==> src/rtl/hexcnt_pkg.sv <==
package hexcnt_pkg;

  typedef logic [3:0] nibble_t;

  // Control byte layout, fixed pin order (MSB first in the packed struct)
  typedef struct packed {
    logic    ld;    // bit 7
    logic    up;    // bit 6
    logic    clr;   // bit 5
    logic    en;    // bit 4
    nibble_t data;  // bits 3:0
  } ctrl_t;

endpackage

==> src/rtl/hexcnt_prescaler.sv <==
module hexcnt_prescaler #(
  parameter int unsigned TERM = 9_999_999
) (
  input  logic clk,
  input  logic rst_n,
  output logic tick
);
  localparam int unsigned W = (TERM > 0) ? $clog2(TERM + 1) : 1;
  localparam logic [W-1:0] TERM_V = W'(TERM);

  logic [W-1:0] pre_q;

  // comparator: terminal count reached
  assign tick = (pre_q == TERM_V);

  always_ff @(posedge clk or negedge rst_n) begin
    if (!rst_n)    pre_q <= '0;
    else if (tick) pre_q <= '0;
    else           pre_q <= pre_q + 1'b1;
  end


  prescale_wrap_chk: assert property (@(posedge clk) disable iff (!rst_n)
    tick |=> (pre_q == '0));

  generate
    if (TERM > 0) begin : g_gap

      tick_single_chk: assert property (@(posedge clk) disable iff (!rst_n)
        tick |=> !tick);
    end
  endgenerate

endmodule

==> src/rtl/hexcnt_core.sv <==
module hexcnt_core
  import hexcnt_pkg::*;
(
  input  logic    clk,
  input  logic    rst_n,
  input  logic    tick,
  input  ctrl_t   ctrl,
  output nibble_t count
);
  nibble_t count_q;
  nibble_t stepped;
  logic    do_step;

  assign do_step = ctrl.en & tick;
  assign stepped = ctrl.up ? (count_q + 4'd1) : (count_q - 4'd1);

  // priority: clear, load, step
  always_ff @(posedge clk or negedge rst_n) begin
    if (!rst_n)       count_q <= '0;
    else if (ctrl.clr) count_q <= '0;
    else if (ctrl.ld)  count_q <= ctrl.data;
    else if (do_step)  count_q <= stepped;
  end

  assign count = count_q;


  clear_zero_chk: assert property (@(posedge clk) disable iff (!rst_n)
    ctrl.clr |=> (count == 4'd0));


  load_take_chk: assert property (@(posedge clk) disable iff (!rst_n)
    (!ctrl.clr && ctrl.ld) |=> (count == $past(ctrl.data)));


  idle_hold_chk: assert property (@(posedge clk) disable iff (!rst_n)
    (!ctrl.clr && !ctrl.ld && !(ctrl.en && tick)) |=> $stable(count));


  up_step_chk: assert property (@(posedge clk) disable iff (!rst_n)
    (!ctrl.clr && !ctrl.ld && ctrl.en && tick && ctrl.up)
      |=> (count == $past(count) + 4'd1));


  down_step_chk: assert property (@(posedge clk) disable iff (!rst_n)
    (!ctrl.clr && !ctrl.ld && ctrl.en && tick && !ctrl.up)
      |=> (count == $past(count) - 4'd1));

endmodule

==> src/rtl/hexcnt_glyph.sv <==
module hexcnt_glyph
  import hexcnt_pkg::*;
(
  input  nibble_t    digit,
  output logic [6:0] seg   // {g,f,e,d,c,b,a}, active high
);
  always_comb begin
    unique case (digit)
      4'h0: seg = 7'h3F;
      4'h1: seg = 7'h06;
      4'h2: seg = 7'h5B;
      4'h3: seg = 7'h4F;
      4'h4: seg = 7'h66;
      4'h5: seg = 7'h6D;
      4'h6: seg = 7'h7D;
      4'h7: seg = 7'h07;
      4'h8: seg = 7'h7F;
      4'h9: seg = 7'h6F;
      4'hA: seg = 7'h77;
      4'hB: seg = 7'h7C;
      4'hC: seg = 7'h39;
      4'hD: seg = 7'h5E;
      4'hE: seg = 7'h79;
      default: seg = 7'h71;
    endcase
  end


  always_comb begin
    seg_lit_chk: assert ($countones(seg) >= 2);
  end

endmodule

==> src/rtl/hex_timer_display.sv <==
module hex_timer_display
  import hexcnt_pkg::*;
#(
  parameter int unsigned PRESCALE_TERM = 9_999_999
) (
  input  logic       clk,
  input  logic       rst_n,
  input  logic [7:0] ctrl_in,
  output logic [7:0] seg_out
);
  ctrl_t      ctrl;
  logic       tick;
  nibble_t    count;
  logic [6:0] seg;

  assign ctrl = ctrl_t'(ctrl_in);

  hexcnt_prescaler #(.TERM(PRESCALE_TERM)) u_pre (
    .clk  (clk),
    .rst_n(rst_n),
    .tick (tick)
  );

  hexcnt_core u_core (
    .clk  (clk),
    .rst_n(rst_n),
    .tick (tick),
    .ctrl (ctrl),
    .count(count)
  );

  hexcnt_glyph u_glyph (
    .digit(count),
    .seg  (seg)
  );

  assign seg_out = {1'b0, seg};


  reset_glyph_chk: assert property (@(posedge clk)
    !rst_n |-> (seg_out == 8'h3F));

endmodule

==> config.mk <==
export PLATFORM = sky130hd
export DESIGN_NAME = hex_timer_display
export DESIGN_NICKNAME = d
export VERILOG_FILES = /design/src/rtl/hexcnt_pkg.sv /design/src/rtl/hexcnt_prescaler.sv /design/src/rtl/hexcnt_core.sv /design/src/rtl/hexcnt_glyph.sv /design/src/rtl/hex_timer_display.sv
export SDC_FILE = /design/constraint.sdc
export NUM_CORES = 1
export LEC_CHECK = 0
export ABC_AREA = 1
export ABC_CLOCK_PERIOD_IN_PS = 2020
export CORE_MARGIN = 2
export CORE_UTILIZATION = 58
export DETAILED_ROUTE_END_ITERATION = 8
export GPL_TIMING_DRIVEN = 0
export HOLD_SLACK_MARGIN = 0.05
export PLACE_DENSITY_LB_ADDON = 0.15
export SETUP_SLACK_MARGIN = 0.02
export SLEW_MARGIN = 20
export SYNTH_ARGS = -nofsm -noshare
export SYNTH_HDL_FRONTEND = slang
export SYNTH_SLANG_ARGS = --single-unit
==> constraint.sdc <==
create_clock -name clk -period 2.02 [get_ports clk]
set_clock_uncertainty 0.15 [all_clocks]
set_input_delay 0.404 -clock clk [delete_from_list [all_inputs] [get_ports clk]]
set_output_delay 0.404 -clock clk [all_outputs]
set_load 0.02 [all_outputs]
# Word-level counts from Yosys, hierarchy flattened

Memories as Yosys holds them, arrays and structs flattened.
Cells that the tools add are included.

$add $sub $neg: 3
Equality and inequality tests: 1
Multiplexer cells: 5
Bitwise gates (word level): 1
Reductions and logical operators: 1

Operator list:

| kind                                             | count |
|---|---|
| adder 24 x 1 -> 24 bit, second input constant    | 1 |
| == test 24 bit, second input constant            | 1 |
| 2-to-1 mux 24 bit                                | 1 |
| 2-to-1 mux 4 bit                                 | 4 |
| adder 4 x 1 -> 4 bit, second input constant      | 1 |
| subtractor 4 x 1 -> 4 bit, second input constant | 1 |
| nonzero test 3 bit                               | 1 |
| AND 1 bit                                        | 1 |

Register bits: 28
ROM bits: 112
Output and inout bits: 8
Word-level logic and storage cells: 14
Memories: 1

Memories:

| memory           | depth | width | read ports | clocked after Yosys merged registers in | wr ports | RTL line          | text |
|---|---|---|---|---|---|---|---|
| (name not given) | 16    | 7     | 1          | 0                                       | 0        | hexcnt_glyph.sv:8 | `unique case (digit)` |

# Longest topological paths before layout

Depth in word-level cells: 5
Mapped depth: 11

# Modules after synthesis

Synthesis repeated with hierarchy kept, for this count alone.

Cells, all modules: 310
Area, all modules: 2089.5 um^2

By module, submodules not included:

| module            | times used | cells an instance | area an instance (um^2) | sequential area each (um^2) |
|---|---|---|---|---|
| hexcnt_prescaler  | 1          | 210               | 1486.4                  | 600.6 |
| hexcnt_core       | 1          | 46                | 321.6                   | 100.1 |
| hexcnt_glyph      | 1          | 52                | 270.3                   | 0.0 |
| hex_timer_display | 1          | 2                 | 11.3                    | 0.0 |

# Worst setup path before layout

Ideal clock, no wire load.

Kind: reg-to-output
Start: register u_core.count_q[0], in the netlist u_core.count[0]
End: output seg_out[3]
Data arrival time: 1.388 ns
Path slack: 0.078 ns
Cell stages (with the launch flop): 7
Path buffers: 0
Cells stage by stage: dfrtp_1 -> inv_1 -> ha_1 -> a21oi_1 -> inv_1 -> a21oi_1 -> a31oi_1

Longest elaborated chain between the ends: 1

Ends and longest elaborated chain:

| what                   | RTL line               | text |
|---|---|---|
| from (decl)            | hexcnt_core.sv:10      | `nibble_t count_q;` |
| from (signal assigned) | hexcnt_core.sv:21      | `else if (ctrl.ld) count_q <= ctrl.data;` |
| from (signal assigned) | hexcnt_core.sv:22      | `else if (do_step) count_q <= stepped;` |
| memory (16 x 7 bit)    | -                      |  |
| to (decl)              | hex_timer_display.sv:9 | `output logic [7:0] seg_out` |

No other way between the ends.

# Worst setup path in the final report

Ends and elaborated chain as after synthesis.

==> results.rst <==
.. list-table::
   :header-rows: 1

   * - Metric
     - Value
   * - Result of the run
     - finished, violations left
   * - Violated checks
     - setup timing
   * - Avg WL per Cell
     - 11.8 microns
   * - Total Routing Usage GR
     - 0.247
   * - Fin cells
     - 372
   * - Clock tree from TritonCTS
     - built
   * - Placed Cells
     - 359
   * - Met3 WL
     - 190 microns
   * - Arrival time at the worst endpoint
     - 1.64 ns
   * - Sum Neg Setup Slack
     - -0.581 ns
   * - Global-route wire length before repair
     - 7.97 mm
   * - Via density
     - 5.09
   * - Maximum number of pins on one net before global-route repair
     - 29
   * - Req. time, crit path
     - 1.47 ns
   * - Deepest level of the CTS H-tree
     - 1
   * - Maximum fanout along the worst path
     - 4
   * - Flops & latches, synth
     - 28
   * - Buffers on Ports
     - 16
   * - Die outline height
     - 63.2 microns
   * - Synth Instances
     - 297
   * - Share of cells above drive strength 1
     - 0.178
   * - Combinational cell fraction of total power
     - 0.281
   * - HPWL Detailed
     - 3.29 mm
   * - Count of warnings emitted by yosys
     - 0
   * - RSZ-0062 raised after global routing
     - true
   * - Endpoint class of the critical path
     - primary output
   * - Class of the worst hold path
     - register to register
   * - Distinct cell type count of the synthesized netlist
     - 26
   * - Hold slack final
     - 0.392 ns
   * - Highest signal layer in the routed design
     - met4
   * - Post-detailed-routing wire length
     - 4.39 mm
   * - Wl on met1
     - 1.81 mm
   * - Area growth, synth to finish
     - 18.3%
   * - Total leakage power
     - 1.16 nW
   * - Power density over cell area
     - 501 nW/um^2
   * - Diodes inserted
     - 0
   * - Final critical-path share of the clock period
     - 1.09
   * - Die footprint
     - 3990 sq um
   * - Peak ir drop on the vdd network
     - 0.392 mV
   * - Final critical delay including setup and external delays
     - 2.20 ns
   * - Pin slew with the least headroom to its limit
     - 0.590 ns
   * - Endpoints failing hold
     - 0
   * - Critical path class
     - register to primary output
   * - Global-route congestion overflow total
     - 0
   * - Clk_lat worst skew
     - 0.33 ns
   * - Met2 WL post-DR
     - 2.29 mm
   * - # Max-Cap Violations
     - 0
   * - Power share of the sequential group
     - 0.492
   * - CTS Root Cell
     - clkbuf_4
   * - Post-synth net total
     - 318
   * - Clock buffer count from CTS
     - 3
   * - Clk buf depth
     - 2
   * - Iteration count of the initial detailed-routing pass
     - 5
   * - Number of clock sinks seen by CTS
     - 28
   * - Number of top-level design ports
     - 18
   * - Placement Rows
     - 21
   * - Initial detailed-routing violation count
     - 88
   * - Area of the multi-input gates
     - 1190 sq um
   * - Final number of setup-violating endpoints
     - 6
   * - Final RePlAce weighted congestion
     - 0.886
   * - Per-instance average area after synthesis
     - 6.83 sq um
   * - Power spent charging and discharging nets
     - 0.367 mW
   * - Total number of vias
     - 1892
   * - Post-route antenna net violation count
     - 0
   * - Post-detailed-placement cell area
     - 2240 sq um
   * - Count of pins over their slew limit
     - 0
   * - Starting Density
     - 0.608
   * - Sequential cell area fraction in the yosys report
     - 0.345
   * - Filler cells
     - 275
   * - Final standard cell utilization of the core
     - 0.720
   * - Design area
     - 2400 sq um
   * - Final setup slack of the worst path
     - -0.178 ns
   * - Clock-pin slew of the registers on the worst-case setup and hold paths
     - 0.14 ns
   * - Design Power
     - 1.20 mW
   * - Number of antenna violations at the first check in global routing
     - 0
   * - Die width
     - 63.2 microns
   * - Net switching fraction of the power
     - 0.305
   * - DRC errors left
     - 0
   * - CP startpoint kind
     - register
   * - Internal power summed over all cells
     - 0.836 mW
   * - Number of nets in the final layout
     - 348
   * - Place WS
     - -0.456 ns
   * - Via count of the first global-routing pass
     - 1896
   * - Worst-case headroom to the max-slew limit
     - 0.606
   * - Timing-limited maximum frequency
     - 455 MHz
   * - Share of total power in the clock network
     - 0.227
   * - Area taken by flip-flops and latches
     - 704 sq um
   * - Core Area
     - 3340 sq um
   * - Combined area of all synthesized cells
     - 2030 sq um
[critical path, cell delays in order (launching register included)]
cell	delay, ns
dfrtp_2	0.47
inv_4	0.10
ha_4	0.20
a21oi_2	0.10
inv_1	0.07
a21oi_1	0.14
a31oi_1	0.06
buf_4	0.18
[power groups by stage]
stage	registers, mW	logic, mW	clock network, mW
3_3_place_gp	0.602	0.270	0
3_5_place_dp	0.602	0.276	0
5_1_grt	0.593	0.376	0.315
6_report	0.592	0.339	0.273
2_1_floorplan	0.596	0.164	0
4_1_cts	0.591	0.307	0.280
[cells in the mapped netlist]
master	count	area, sq um
and3_1	1	6.26
ha_1	10	125
o21ai_0	8	40.0
nand2_2	7	43.8
nor2_2	5	31.3
nand4_1	3	18.8
o21bai_2	1	11.3
a21oi_1	3	15.0
fa_1	1	20.0
a31oi_1	2	12.5
or2_2	1	6.26
and2_2	1	7.51
dfrtp_1	28	701
a211oi_1	1	7.51
xnor2_1	3	26.3
xor2_1	10	87.6
nand2_1	84	315
nor3_1	4	20.0
inv_1	46	173
nor2_4	3	33.8
nor2_1	51	191
conb_1	1	3.75
nand3_2	3	30.0
nand3_1	16	80.1
o21ai_1	3	15.0
buf_4	1	7.51
[cell type report]
class	instances	share of cell area
well taps	46	0.0240
clock buffers	4	0.0151
flip-flops and latches	28	0.293
multi-input cells	222	0.496
plain buffers	1	0.00313
inverters	46	0.0740
repair buffers	25	0.0943
[cells in the final DEF (no fill, tap or decap), types with 2 or more instances in the layout]
| cell | instances |
|---|---|
| nand3_1 | 16 |
| dfrtp_2 | 3 |
| o21ai_0 | 4 |
| xnor2_1 | 3 |
| clkdlybuf4s50_1 | 8 |
| nor2_2 | 5 |
| clkbuf_4 | 3 |
| dfrtp_1 | 25 |
| nor2_4 | 3 |
| ha_2 | 3 |
| buf_6 | 5 |
| o21ai_1 | 6 |
| nand2_1 | 83 |
| a21oi_1 | 2 |
| ha_4 | 2 |
| nand3_2 | 3 |
| a31oi_1 | 2 |
| inv_2 | 3 |
| inv_1 | 41 |
| nand2_2 | 8 |
| nand4_1 | 3 |
| nor3_1 | 4 |
| nor2_1 | 51 |
| xor2_1 | 10 |
| buf_4 | 11 |
| inv_4 | 2 |
| ha_1 | 5 |
[registers in the layout, indices dropped and copies added, names as in the netlist]
| register | flops |
|---|---|
| u_core.count | 4 |
| u_pre.pre_q | 24 |
[cells by family (layout without fill, tap and decap cells)]
| group | count (synthesis) | in the layout | share of synthesized area |
|---|---|---|---|
| AND/OR/NAND/NOR | 179 | 179 | 0.387 |
| buffers and inverters | 47 | 76 | 0.0888 |
| flip-flops | 28 | 28 | 0.345 |
| AO/OA/AOI/OAI | 18 | 18 | 0.0499 |
| XOR/XNOR | 13 | 13 | 0.0561 |
| adder cells (fa/ha/maj) | 11 | 11 | 0.0715 |
| other | 1 | 1 | 0.00185 |
[repair_timing]
action	in CTS	in global routing
setup endpoints to repair	7	8
pin swaps	4	5
resized for setup	56	11
setup buffers	5	3
hold buffers	1	0
endpoints found under the hold margin	28	0
[worst paths after layout]
path	start	to	slack (ns)	cells past startpoint
worst max-delay path	u_core.count[0]	seg_out[3]	-0.18	7
worst min-delay path	u_pre.pre_q[14]	u_pre.pre_q[14]	0.39	1
worst max register to register	u_core.count[1]	u_core.count[2]	0.16	8
worst min register to register	u_pre.pre_q[14]	u_pre.pre_q[14]	0.39	1
max in group asynchronous	rst_n	u_core.count[1]	0.87	2
min in group asynchronous	rst_n	u_pre.pre_q[4]	0.43	2
[routing by layer]
layer | global-route usage | vias to the layer above
li1 | - | 965
met1 | 0.276 | 847
met2 | 0.455 | 67
met3 | 0.0321 | 13
met4 | 0.125 | 0
met5 | 0 | -
Power figures use the tool's default switching activity.
